`src/rtl/sfifo_pkg.sv`:
```
package sfifo_pkg;
  typedef enum logic {
    RD_NORMAL   = 1'b0,
    RD_SHOWAHEAD = 1'b1
  } rd_mode_e;
endpackage

```
`src/rtl/sfifo_ctrl.sv`:
```
module sfifo_ctrl #(
  parameter int DEPTH     = 8,
  parameter int CNT_W     = 4,
  parameter bit OVF_CHECK = 1'b1,
  parameter bit UNF_CHECK = 1'b1,
  localparam int AW = (DEPTH > 1) ? $clog2(DEPTH) : 1
) (
  input  logic          clk,
  input  logic          arst,
  input  logic          srst,
  input  logic          wr_valid,
  input  logic          rd_ready,
  output logic          wr_en,
  output logic          rd_en,
  output logic [AW-1:0] wr_ptr,
  output logic [AW-1:0] rd_ptr,
  output logic [CNT_W:0] cnt,
  output logic          full,
  output logic          empty
);
  localparam logic [AW-1:0]  LAST = AW'(DEPTH - 1);
  localparam logic [CNT_W:0] FULLC = (CNT_W + 1)'(DEPTH);

  assign full  = (cnt == FULLC);
  assign empty = (cnt == '0);

  // Guards: each side is gated only when its protection is enabled.
  assign wr_en = wr_valid & (~full  | ~OVF_CHECK);
  assign rd_en = rd_ready & (~empty | ~UNF_CHECK);

  always_ff @(posedge clk or posedge arst) begin
    if (arst) begin
      wr_ptr <= '0;
      rd_ptr <= '0;
      cnt    <= '0;
    end else if (srst) begin
      wr_ptr <= '0;
      rd_ptr <= '0;
      cnt    <= '0;
    end else begin
      if (wr_en) wr_ptr <= (wr_ptr == LAST) ? '0 : wr_ptr + 1'b1;
      if (rd_en) rd_ptr <= (rd_ptr == LAST) ? '0 : rd_ptr + 1'b1;
      case ({wr_en, rd_en})
        2'b10:   cnt <= cnt + 1'b1;
        2'b01:   cnt <= cnt - 1'b1;
        default: cnt <= cnt;
      endcase
    end
  end

  generate
    if (OVF_CHECK) begin : g_ovf_chk
      assert_no_overflow_R3: assert property (@(posedge clk) disable iff (arst)
        (full && wr_valid && !rd_ready && !srst) |=> full && (cnt == $past(cnt)));
    end
    if (UNF_CHECK) begin : g_unf_chk
      assert_no_underflow_R4: assert property (@(posedge clk) disable iff (arst)
        (empty && rd_ready && !wr_valid) |=> empty);
    end
  endgenerate

  assert_write_step_R5: assert property (@(posedge clk) disable iff (arst)
    (wr_valid && !full && !rd_ready && !srst) |=> cnt == $past(cnt) + 1'b1);

  assert_both_hold_R5: assert property (@(posedge clk) disable iff (arst)
    (wr_valid && rd_ready && !full && !empty && !srst) |=> $stable(cnt));

  assert_flag_excl_R6: assert property (@(posedge clk) disable iff (arst)
    !(full && empty));

  assert_sync_clear_R10: assert property (@(posedge clk) disable iff (arst)
    srst |=> empty && (wr_ptr == rd_ptr));
endmodule

```
`src/rtl/sfifo_mem.sv`:
```
module sfifo_mem #(
  parameter int DATA_W = 8,
  parameter int DEPTH  = 8,
  localparam int AW = (DEPTH > 1) ? $clog2(DEPTH) : 1
) (
  input  logic              clk,
  input  logic              we,
  input  logic [AW-1:0]     waddr,
  input  logic [DATA_W-1:0] wdata,
  input  logic [AW-1:0]     raddr,
  output logic [DATA_W-1:0] rdata
);
  logic [DATA_W-1:0] store [DEPTH];

  genvar i;
  generate
    for (i = 0; i < DEPTH; i++) begin : g_slot
      always_ff @(posedge clk) begin
        if (we && (waddr == AW'(i))) store[i] <= wdata;
      end
    end
  endgenerate

  assign rdata = store[raddr];
endmodule

```
`src/rtl/sfifo_rdstage.sv`:
```
module sfifo_rdstage
  import sfifo_pkg::*;
#(
  parameter int       DATA_W  = 8,
  parameter rd_mode_e RD_MODE = RD_NORMAL
) (
  input  logic              clk,
  input  logic              arst,
  input  logic              srst,
  input  logic              rd_en,
  input  logic              wr_en,
  input  logic [DATA_W-1:0] head,
  output logic [DATA_W-1:0] q
);
  generate
    if (RD_MODE == RD_SHOWAHEAD) begin : g_show
      // Oldest word is visible straight from the array.
      assign q = head;
      assert_head_hold_R2: assert property (@(posedge clk) disable iff (arst)
        (!rd_en && !wr_en && !srst) |=> $stable(q));
    end else begin : g_norm
      logic [DATA_W-1:0] q_r;
      always_ff @(posedge clk or posedge arst) begin
        if (arst)       q_r <= '0;
        else if (srst)  q_r <= '0;
        else if (rd_en) q_r <= head;
      end
      assign q = q_r;
      assert_q_hold_R1: assert property (@(posedge clk) disable iff (arst)
        (!rd_en && !wr_en && !srst) |=> $stable(q));
    end
  endgenerate
endmodule

```
`src/rtl/sfifo_showahead.sv`:
```
module sfifo_showahead
  import sfifo_pkg::*;
#(
  parameter int       DATA_W    = 8,
  parameter int       DEPTH     = 8,
  parameter int       CNT_W     = 4,
  parameter int       AF_LEVEL  = 6,
  parameter int       AE_LEVEL  = 2,
  parameter rd_mode_e RD_MODE   = RD_NORMAL,
  parameter bit       OVF_CHECK = 1'b1,
  parameter bit       UNF_CHECK = 1'b1
) (
  input  logic              clk,
  input  logic              arst,
  input  logic              srst,
  input  logic              wr_valid,
  input  logic [DATA_W-1:0] wr_data,
  input  logic              rd_ready,
  output logic [DATA_W-1:0] rd_data,
  output logic              full,
  output logic              empty,
  output logic              almost_full,
  output logic              almost_empty,
  output logic [CNT_W-1:0]  level
);
  localparam int AW = (DEPTH > 1) ? $clog2(DEPTH) : 1;

  generate
    if (DEPTH < 4 || DEPTH > (1 << CNT_W)) begin : g_bad_cfg
      $error("sfifo_showahead: DEPTH must be >= 4 and <= 2**CNT_W");
    end
  endgenerate

  logic          wr_en, rd_en;
  logic [AW-1:0] wr_ptr, rd_ptr;
  logic [CNT_W:0] cnt;
  logic [DATA_W-1:0] head;

  sfifo_ctrl #(
    .DEPTH(DEPTH), .CNT_W(CNT_W), .OVF_CHECK(OVF_CHECK), .UNF_CHECK(UNF_CHECK)
  ) u_ctrl (
    .clk(clk), .arst(arst), .srst(srst),
    .wr_valid(wr_valid), .rd_ready(rd_ready),
    .wr_en(wr_en), .rd_en(rd_en),
    .wr_ptr(wr_ptr), .rd_ptr(rd_ptr),
    .cnt(cnt), .full(full), .empty(empty)
  );

  sfifo_mem #(.DATA_W(DATA_W), .DEPTH(DEPTH)) u_mem (
    .clk(clk), .we(wr_en), .waddr(wr_ptr), .wdata(wr_data),
    .raddr(rd_ptr), .rdata(head)
  );

  sfifo_rdstage #(.DATA_W(DATA_W), .RD_MODE(RD_MODE)) u_rd (
    .clk(clk), .arst(arst), .srst(srst),
    .rd_en(rd_en), .wr_en(wr_en), .head(head), .q(rd_data)
  );

  assign almost_full  = (cnt >= (CNT_W + 1)'(AF_LEVEL));
  assign almost_empty = (cnt <  (CNT_W + 1)'(AE_LEVEL));
  assign level        = cnt[CNT_W-1:0];

  generate
    if (AF_LEVEL <= DEPTH) begin : g_af_chk
      assert_af_covers_full_R7: assert property (@(posedge clk) disable iff (arst)
        full |-> almost_full);
    end
    if (AE_LEVEL > 0) begin : g_ae_chk
      assert_ae_covers_empty_R8: assert property (@(posedge clk) disable iff (arst)
        empty |-> almost_empty);
    end
  endgenerate
endmodule

```
`config.mk`:
```
export PLATFORM = sky130hd
export DESIGN_NAME = sfifo_showahead
export DESIGN_NICKNAME = d
export VERILOG_FILES = /design/src/rtl/sfifo_pkg.sv /design/src/rtl/sfifo_ctrl.sv /design/src/rtl/sfifo_mem.sv /design/src/rtl/sfifo_rdstage.sv /design/src/rtl/sfifo_showahead.sv
export SDC_FILE = /design/constraint.sdc
export NUM_CORES = 1
export LEC_CHECK = 0
export BUFFER_PORTS_ARGS = -buffer_cell sky130_fd_sc_hd__buf_2
export CAP_MARGIN = 25
export CORE_MARGIN = 5
export CORE_UTILIZATION = 30
export CTS_BUF_LIST = sky130_fd_sc_hd__clkbuf_16
export CTS_CLUSTER_SIZE = 14
export DETAILED_ROUTE_END_ITERATION = 10
export GPL_TIMING_DRIVEN = 0
export PLACE_DENSITY = 0.58
export SYNTH_ARGS = -nofsm -noshare
export SYNTH_HDL_FRONTEND = slang
export SYNTH_SLANG_ARGS = --single-unit
```
`constraint.sdc`:
```
create_clock -name clk -period 7.3 [get_ports clk]
set_input_delay 0 -clock clk [delete_from_list [all_inputs] [get_ports clk]]
set_output_delay 0 -clock clk [all_outputs]
set_load 0.01 [all_outputs]
```
======== After elaboration in Yosys (flattened, before gate mapping) ========
Memory sizes are Yosys's and may differ from the RTL's.
Cells that the tools add are included.
cells by class
  reductions and logical operators ........ 20
  mux-type cells .......................... 47
  order comparisons ....................... 2
  $add $sub $neg .......................... 4
  bitwise operators ....................... 4
  equal/unequal tests ..................... 11
operator list
  operator               count
  $mux W8                9
  $reduce_or A8 Y1       7
  $mux W3                13
  $mux W1                23
  $eq A3 B3 Y1 const B   5
  $pmux W5 S2            1
  $logic_and A1 B1 Y1    8
  $add A3 B1 Y3 const B  2
  $eq A3 B2 Y1 const B   2
  $add A5 B1 Y5 const B  1
  $eq A5 B4 Y1 const B   1
  $ge A5 B3 Y1 const B   1
  $logic_not A5 Y1       1
  $lt A5 B2 Y1 const B   1
  $mux W5                1
  $sub A5 B1 Y5 const B  1
  $reduce_bool A2 Y1     2
  $eq A3 B1 Y1 const B   1
  $logic_not A3 Y1       1
  $reduce_bool A3 Y1     1
  $and A1 B1 Y1          2
  $eq A2 B1 Y1 const B   1
  $eq A2 B2 Y1 const B   1
  $not A1 Y1             2
word-level totals
  flip-flop bits (word level) ............. 19
  output and inout bits ................... 16
  logic and storage cells ................. 93
  memories ................................ 1
  RAM bits ................................ 64
  input port bits ......................... 13
memory list
  name         words  width  rd ports  clocked after Yosys merged registers in  wr ports  RTL line         RTL
  u_mem.store  8      8      1         0                                        1         sfifo_mem.sv:13  logic [DATA_W-1:0] store [DEPTH];

======== Logic depth before layout (Yosys ltp) ========
Gate-level depths: netlist of the first run.
  depth in word-level cells ............... 14
  gate-level depth with buffers ........... 12
  mapped depth without buffers ............ 11

======== By module ========
Synthesis of the first run repeated with hierarchy kept, for this count alone.
second synthesis, totals
  cell total of the unflattened synthesis .. 219
  area total of the unflattened synthesis .. 3716.1 um^2
by module, submodules not included
  module           area each (um^2)  sequential area each (um^2)  instances  cells an instance
  sfifo_mem        2531.2            1921.8                       1          106
  sfifo_ctrl       834.6             275.3                        1          84
  sfifo_rdstage    329.1             200.2                        1          27
  sfifo_showahead  21.3              0.0                          1          2

======== Least setup slack after synthesis of the first run ========
No wires, ideal clock.
  path type ............................... register to register
  start ................................... register u_ctrl.cnt[1]
  end ..................................... register u_ctrl.cnt[3]
  data required time ...................... 7.175 ns
  setup slack ............................. 4.834 ns
  library setup time ...................... 0.125 ns
  path buffers ............................ 1
  clock period less this slack ............ 2.466 ns
  stages on the path, launching flop included .. 13
  data arrival time ....................... 2.341 ns
  cell sequence ........................... dfrtp_1 -> nor3_1 -> nand2_1 -> and2_1 -> buf_2 -> nand2_1 -> inv_1 -> ha_1 -> a21o_1 -> a21oi_1 -> xor2_1 -> nor2_1 -> mux2_4
on the way
  cells in the longest elaborated chain, start to end .. 6
  elaborated cells between the ends (all ways) .. 13
  classes of those cells .................. 2 x add/sub; 3 x eq/ne; 2 x mux; 4 x bitwise; 2 x reduce/logical
ends and longest elaborated chain
  element                                           RTL line                            RTL
  start, declared                                   sfifo_ctrl.sv:17                    output logic [CNT_W:0] cnt,
  start signal, assigned                            sfifo_ctrl.sv:44                    2'b10: cnt <= cnt + 1'b1;
  start signal, assigned                            sfifo_ctrl.sv:45                    2'b01: cnt <= cnt - 1'b1;
  start signal, assigned                            sfifo_ctrl.sv:46                    default: cnt <= cnt;
  $eq A5 B4 Y1 or $logic_not A5 Y1 (tied branches)  sfifo_ctrl.sv:24, sfifo_ctrl.sv:25
  $not A1 Y1 (on tied branches)                     sfifo_ctrl.sv:28, sfifo_ctrl.sv:29
  $and A1 B1 Y1 (on tied branches)                  sfifo_ctrl.sv:28, sfifo_ctrl.sv:29
  $eq A2 B1 Y1 or $eq A2 B2 Y1 (tied branches)      sfifo_ctrl.sv:43                    case ({wr_en, rd_en})
  $pmux W5 S2                                       sfifo_ctrl.sv:43
  $mux W5                                           sfifo_ctrl.sv:36                    end else if (srst) begin
Parallel ways exist; a longest one is shown, timed or not.
A chain may end at the register's enable or synchronous reset.

======== Worst setup path after layout of the first run ========
  start ................................... register u_ctrl.cnt[1]
  end ..................................... register u_ctrl.cnt[4]
The elaborated chain is that of the path after synthesis.

==> flow_summary.yaml, run 1 <==
floorplanning:
  die_w_um: 120
  die_height_um: 120
  die_area_mm2: 0.0144
  row_count: 40
  initial_core_util: 0.304
  io_pins: 29
  core_mm2: 0.0120
setup_path:
  critPathLaunch: "u_ctrl.cnt[1]"
  crit_fanout: 10
  cp-end-kind: "flip-flop"
  startpoint_type: "flip-flop"
  critical_path_class: "flip-flop to flip-flop"
  cp.required_ns: 7.50
  critPathArrivalTime_ns: 3.14
  reg2reg_from: "u_ctrl.cnt[1]"
clock_network:
  cts_inserted_buffers: 9
  cts.repair.resized: 0
  insertion_delay_ns: 0.34
  cts_buffer_depth: 2
  cts_root_buf: "clkbuf_16"
  clkTransAtPathRegs_ns: 0.07
  htreeDepth: 3
  cts_tree: "built"
  post_cts_buffers: 0
  cts_sinks: 83
sta:
  rsz0062_at_grt: "no"
  period_minus_slack_ns: 2.93
  finClkSkew_ns: 0.00857
  final_max_slew_viol_count: 0
  setup_violations: 0
  final.period_utilization: 0.402
  hold_violations: 0
  tns_ns: 0
  slew_headroom: 0.504
  fmax_mhz: 341
  worstMarginPinSlew_ns: 0.743
global_routing:
  antenna_found_initial: 0
  grt_usage: 0.105
  grt_pass1_wl_um: 11600
  grt_pass1_vias: 2165
  overflow: 0
  grt_max_degree: 20
logic_synthesis:
  syn_area_per_cell_um2: 15.8
  async_flop_share: 0.229
  synth_edf_count: 64
  syn-num-nets: 255
  syn_area_mm2: 0.00364
  netlist_top_cells_count: "64 x edfxtp_1, 19 x dfrtp_1, 18 x nor2_1"
  yosysMostFrequentCell: "edfxtp_1"
  netlist_instances: 230
  synth_seq_area_share: 0.658
  synth_cell_type_count: 39
  yosys_warnings: 0
  synth_ff_type: "edfxtp_1"
  synth_top_area_share: 0.528
  yosys_register_bits: 83
  synth_area_leader_cell: "edfxtp_1"
  netlist_top_cells_area: "edfxtp_1 53%, dfrtp_1 13%, mux4_2 9.9%, ha_1 3.8%, mux2i_1 2.5%"
final_layout:
  area_growth_pct: 19.3
  nets: 303
  fillCellCount: 1146
  drive_gt1_frac: 0.272
  antenna_cells: 0
  fin_util: 0.363
run_status:
  status: "complete, no violations"
power:
  powerDensity_mw_per_mm2: 340
  p_leak_nw: 1.68
  peakVddDrop_mv: 0.134
route:
  dr.pass1.iters: 4
  drt_iter0_markers: 85
  drtAntennaViolNets: 0
  dr_total_vias: 2029
  detail_route.wl_per_cell_um: 16.5
  drt_wl_total_um: 7080
  drc: 0
  viasPerCell: 4.72
min_path:
  hold_path_class: "input pin to flip-flop"
  worstHoldStart: "srst"
run:
  cap_violations: 0
place:
  dpl.hpwl_um: 4930
  portBuffers: 28
  gp_congestion: 0.736
-- final cells by class --
| class | instances | area (um^2) | share of cell area |
|---|---|---|---|
| Tap cell | 147 | 184 | 0.0423 |
| Sequential cell | 83 | 2400 | 0.552 |
| Multi-Input combinational cell | 122 | 1120 | 0.257 |
| Timing Repair Buffer | 37 | 230 | 0.0530 |
| Clock buffer | 9 | 225 | 0.0518 |
| Inverter | 10 | 37.5 | 0.00864 |
| Buffer | 15 | 88.8 | 0.0204 |
| Clock inverter | 7 | 65.1 | 0.0150 |
-- critical path: stages, from the launching register on --
cell	delay [ns]
dfrtp_1	0.50
nor3_1	0.36
nand2_1	0.15
and2_1	0.19
buf_2	0.18
nand2_1	0.12
inv_1	0.09
ha_1	0.33
nand2b_1	0.07
a21oi_1	0.34
o32ai_1	0.16
a31oi_1	0.20
a31oi_1	0.10
-- placed cells by master, fill, tap and decap left out, drive strengths merged --
cell type,Yosys,final
and2,2,2
clkbuf,5,14
o32ai,1,1
or3,1,1
mux4,16,16
or4b,1,1
clkinv,0,1
and3,9,9
a31oi,2,2
buf,10,38
xor2,2,2
inv,10,16
dlygate4sd3,0,9
o21a,1,1
a211oi,9,9
a21o,4,4
ha,11,11
nand2,13,13
nor3,1,1
mux2,2,2
nand3b,2,2
nor2,20,20
nand2b,1,1
a21oi,6,6
edfxtp,64,64
nor4,5,5
o21ai,1,1
mux2i,9,9
dfrtp,19,19
fa,1,1
xnor2,1,1
o21bai,1,1
-- state kept, by name (all words and copies together), names as in the netlist --
| register | cells |
|---|---|
| u_ctrl.cnt | 5 |
| u_ctrl.rd_ptr | 3 |
| u_ctrl.wr_ptr | 3 |
| u_mem.store | 64 |
| u_rd.q | 8 |
-- per-layer routing --
layer	global-route usage	wire (um)	share of wire	vias to the layer above
met5	0	0	0	-
met4	0.0279	62	0.0088	0
li1	-	-	-	971
met3	0.0341	319	0.045	7
met1	0.131	3100	0.44	1016
met2	0.177	3600	0.51	35
-- worst paths after layout --
kind	end	cells past startpoint	slack (ns)
worst max-delay path	u_ctrl.cnt[4]	12	4.37
worst min-delay path	u_ctrl.cnt[2]	3	0.02
worst max register to register	u_ctrl.cnt[4]	12	4.37
worst min register to register	u_rd.q[0]	2	0.56
max in group asynchronous	u_rd.q[4]	3	6.50
min in group asynchronous	u_ctrl.cnt[2]	3	0.33
-- what timing repair did --
item,4_1_cts,5_1_grt
endpoints found under the setup margin,0,0
endpoints found under the hold margin,83,0
hold buffers,9,0
-- through the flow --
step / instances / worst slack (ns) / hold slack [ns] / cell area (um^2) / power (mW)
after floorplan: 230 / 4.83 / -0.0489 / 3640 / 0.924
after global placement: 405 / 4.52 / 0.165 / 3970 / 1.04
after detailed placement: 405 / 4.36 / 0.175 / 3970 / 1.05
after CTS: 430 / 4.36 / 0.00492 / 4350 / 1.50
after global routing: 430 / 4.04 / 0.0241 / 4350 / 1.57
final: 430 / 4.37 / 0.0180 / 4350 / 1.48
-- report_power, final --
part | total [mW] | internal, mW | switching [mW]
sequential | 0.606 | 0.564 | 0.0426
combinational | 0.431 | 0.205 | 0.226
clock | 0.438 | 0.241 | 0.197
total | 1.48 | 1.01 | 0.466
-- cells by family (layout without fill, tap and decap cells) --
family | count (synthesis) | after routing | synth area share
mux | 27 | 27 | 0.131
fa+ha+maj | 12 | 12 | 0.0433
flops | 83 | 83 | 0.658
xor+xnor | 3 | 3 | 0.00722
simple gates | 55 | 55 | 0.0794
compound gates | 25 | 25 | 0.0464
buf+inv | 25 | 78 | 0.0347
(Power assumes the default switching activity.)
==> run 2, diff against run 1 <==
--- a/config.mk
+++ b/config.mk
@@ -5,6 +5,7 @@
 export SDC_FILE = /design/constraint.sdc
 export NUM_CORES = 1
 export LEC_CHECK = 0
+export ABC_AREA = 1
 export BUFFER_PORTS_ARGS = -buffer_cell sky130_fd_sc_hd__buf_2
 export CAP_MARGIN = 25
 export CORE_MARGIN = 5
@@ -13,7 +14,7 @@
 export CTS_CLUSTER_SIZE = 14
 export DETAILED_ROUTE_END_ITERATION = 10
 export GPL_TIMING_DRIVEN = 0
-export PLACE_DENSITY = 0.58
+export PLACE_DENSITY = 0.59
 export SYNTH_ARGS = -nofsm -noshare
 export SYNTH_HDL_FRONTEND = slang
 export SYNTH_SLANG_ARGS = --single-unit
==> constraint.sdc (replaced) <==
create_clock -name clk -period 2.4 [get_ports clk]
set_input_delay 0 -clock clk [delete_from_list [all_inputs] [get_ports clk]]
set_output_delay 0 -clock clk [all_outputs]
set_load 0.01 [all_outputs]
==> flow_summary.yaml, run 2 <==
route:
  drt_wl_total_um: 8490
  dr.pass1.iters: 4
  drt_iter0_markers: 213
  viasPerCell: 4.63
  detail_route.wl_per_cell_um: 15.5
  drtAntennaViolNets: 0
  dr_total_vias: 2532
  drc: 0
setup_path:
  cp_common_cell: "nand2_1"
  critical_path_class: "flip-flop to flip-flop"
  cp.required_ns: 2.61
  cp-end-kind: "flip-flop"
  reg2reg_from: "u_ctrl.cnt[2]"
  timing.rr.end: "u_ctrl.cnt[4]"
  worst_path_max_delay_cell: "dfrtp_1"
  reg2reg_depth: 15
  crit_fanout: 10
  ff2ff_setup_slack_ns: 0.22
  cpPeakStageDelay_ns: 0.46
  path_cells: "nor2_1, nand3_2, nand2_2, buf_6, nand2_8, fa_1, nand3b_1, nand2_1, nand2_1, nand2_1, inv_1, nand2_1, nand2_1, nand2_1, nand2_1"
  startpoint_type: "flip-flop"
  critPathArrivalTime_ns: 2.40
clock_network:
  post_cts_buffers: 0
  insertion_delay_ns: 0.32
  htreeDepth: 3
  cts_tree: "built"
  clkTransAtPathRegs_ns: 0.06
  cts_inserted_buffers: 9
  cts_buffer_depth: 2
  cts_root_buf: "clkbuf_16"
  cts_sinks: 83
sta:
  slew_headroom: 0.355
  whs_ns: 0.105
  finClkSkew_ns: 0.00688
  hold_violations: 0
  fmax_mhz: 459
  setup_violations: 0
  period_minus_slack_ns: 2.18
  rsz0062_at_grt: "no"
  final_max_slew_viol_count: 0
  final.period_utilization: 0.909
  worstMarginPinSlew_ns: 0.962
min_path:
  hold_depth: 4
  worstHoldStart: "rd_ready"
  hold_path_class: "input pin to flip-flop"
  hold_path_end: "u_ctrl.rd_ptr[1]"
power:
  power.total_mw: 4.44
  peakVddDrop_mv: 0.412
  powerDensity_mw_per_mm2: 991
  p_leak_nw: 1.80
place:
  post_dp_cell_area_mm2: 0.00410
  portBuffers: 28
  dpl.hpwl_um: 5760
  gp_congestion: 0.777
logic_synthesis:
  synth_top_area_share: 0.519
  syn-num-nets: 348
  yosys_register_bits: 83
  netlist_instances: 323
  async_flop_share: 0.229
  yosys_warnings: 0
  synth_cell_type_count: 33
  yosysMostFrequentCell: "edfxtp_1"
  synth_area_leader_cell: "edfxtp_1"
  netlist_top_cells_count: "64 x edfxtp_1, 56 x nor2_1, 38 x o21ai_0"
  netlist_top_cells_area: "edfxtp_1 52%, dfrtp_1 13%, nor2_1 5.7%, o21ai_0 5.1%, ha_1 3.7%"
  synth_seq_area_share: 0.647
  syn_area_per_cell_um2: 11.5
  synth_ff_type: "edfxtp_1"
  synth_edf_count: 64
  syn_area_mm2: 0.00370
global_routing:
  grt_max_degree: 20
  grt_pass1_wl_um: 13500
  antenna_found_initial: 0
  grt_usage: 0.121
  grt_pass1_vias: 2485
  overflow: 0
final_layout:
  regMostFlops: "u_mem.store"
  drive_gt1_frac: 0.206
  largest_register_ff_count: 64
  area_growth_pct: 20.9
  final_cell_mix: "64 x edfxtp_1, 55 x nor2_1, 38 x o21ai_0"
  antenna_cells: 0
  final_common_cell: "edfxtp_1"
  design_area_mm2: 0.00448
  nets: 400
run:
  cap_violations: 0
floorplanning:
  io_pins: 29
  core_mm2: 0.0121
  die_area_mm2: 0.0147
  initial_core_util: 0.307
  row_count: 40
  die_height_um: 121
  die_w_um: 121
run_status:
  status: "complete, no violations"
run 2: cell types whose count changed after synthesis, sizes merged, moves of 16 or more:
cell	previous run	this run
nand2	13	43
mux4	16	0
o21ai	1	39
nor2	20	57
o211ai	0	16
nand3	0	16
run 2: worst max-delay path by stage:
| stage | start | cells after the start | end | slack (ns) |
|---|---|---|---|---|
| final | u_ctrl.cnt[2] | 15 | u_ctrl.cnt[4] | 0.22 |
| after global routing | u_ctrl.cnt[2] | 15 | u_ctrl.cnt[4] | 0.02 |
| after CTS | u_ctrl.cnt[2] | 14 | u_ctrl.cnt[4] | 0.17 |
| after detailed placement | u_ctrl.cnt[2] | 14 | u_ctrl.cnt[4] | 0.18 |
| after global placement | u_ctrl.cnt[2] | 5 | u_mem.store[0][3] | -0.19 |
| after floorplan | u_ctrl.cnt[2] | 15 | u_ctrl.cnt[4] | 0.43 |
run 2: report_power, final:
part / leakage (nW) / total (mW) / switching, mW / internal (mW)
logic: 0.818 / 1.31 / 0.835 / 0.475
clock network: 0.145 / 1.28 / 0.495 / 0.784
registers: 0.837 / 1.85 / 0.123 / 1.73
run 2: what timing repair did:
item | CTS | global route
endpoints found under the setup margin | 0 | 1
resized for setup | 0 | 1
endpoints found under the hold margin | 84 | 0
hold buffers | 10 | 0
run 2: stage by stage:
stage,instances,setup slack [ns],TNS (ns),util
after detailed placement,522,0.177,0,0.340
after CTS,547,0.166,0,0.371
after global placement,519,-0.194,-2.79,0.336
after global routing,547,0.0174,0,0.371
after floorplan,323,0.427,0,-
final,547,0.219,0,0.371
run 2: layout make-up:
cell class	instances	area, um^2
Fill cell	1157	7580
Sequential cell	83	2400
Multi-Input combinational cell	200	1140
Timing Repair Buffer	41	267
Clock buffer	9	225
Tap cell	168	210
Inverter	24	95.1
Buffer	16	93.8
Clock inverter	6	51.3
run 2: per-layer routing:
| metal | GRT usage | vias up | part of all wire | wire, um |
|---|---|---|---|---|
| met5 | 0 | - | 0 | 0 |
| met4 | 0.0637 | 0 | 0.014 | 116 |
| met3 | 0.0210 | 10 | 0.069 | 586 |
| met2 | 0.191 | 67 | 0.49 | 4200 |
| met1 | 0.158 | 1230 | 0.42 | 3590 |
| li1 | - | 1225 | - | - |
run 2: cell families after synthesis:
group,Yosys count,synth area share
AO/OA/AOI/OAI,59,0.0952
adder cells (fa/ha/maj),12,0.0426
AND/OR/NAND/NOR,127,0.159
XOR/XNOR,2,0.00473
flip-flops,83,0.647
buffers and inverters,40,0.0510
run 2: worst max-delay path, delay by kind of cell (launching register included):
kind	cells	cell delay (ns)
adders and majority gates	1	0.39
buffers and inverters	2	0.22
DFF	1	0.46
and+or+nand+nor	12	0.99
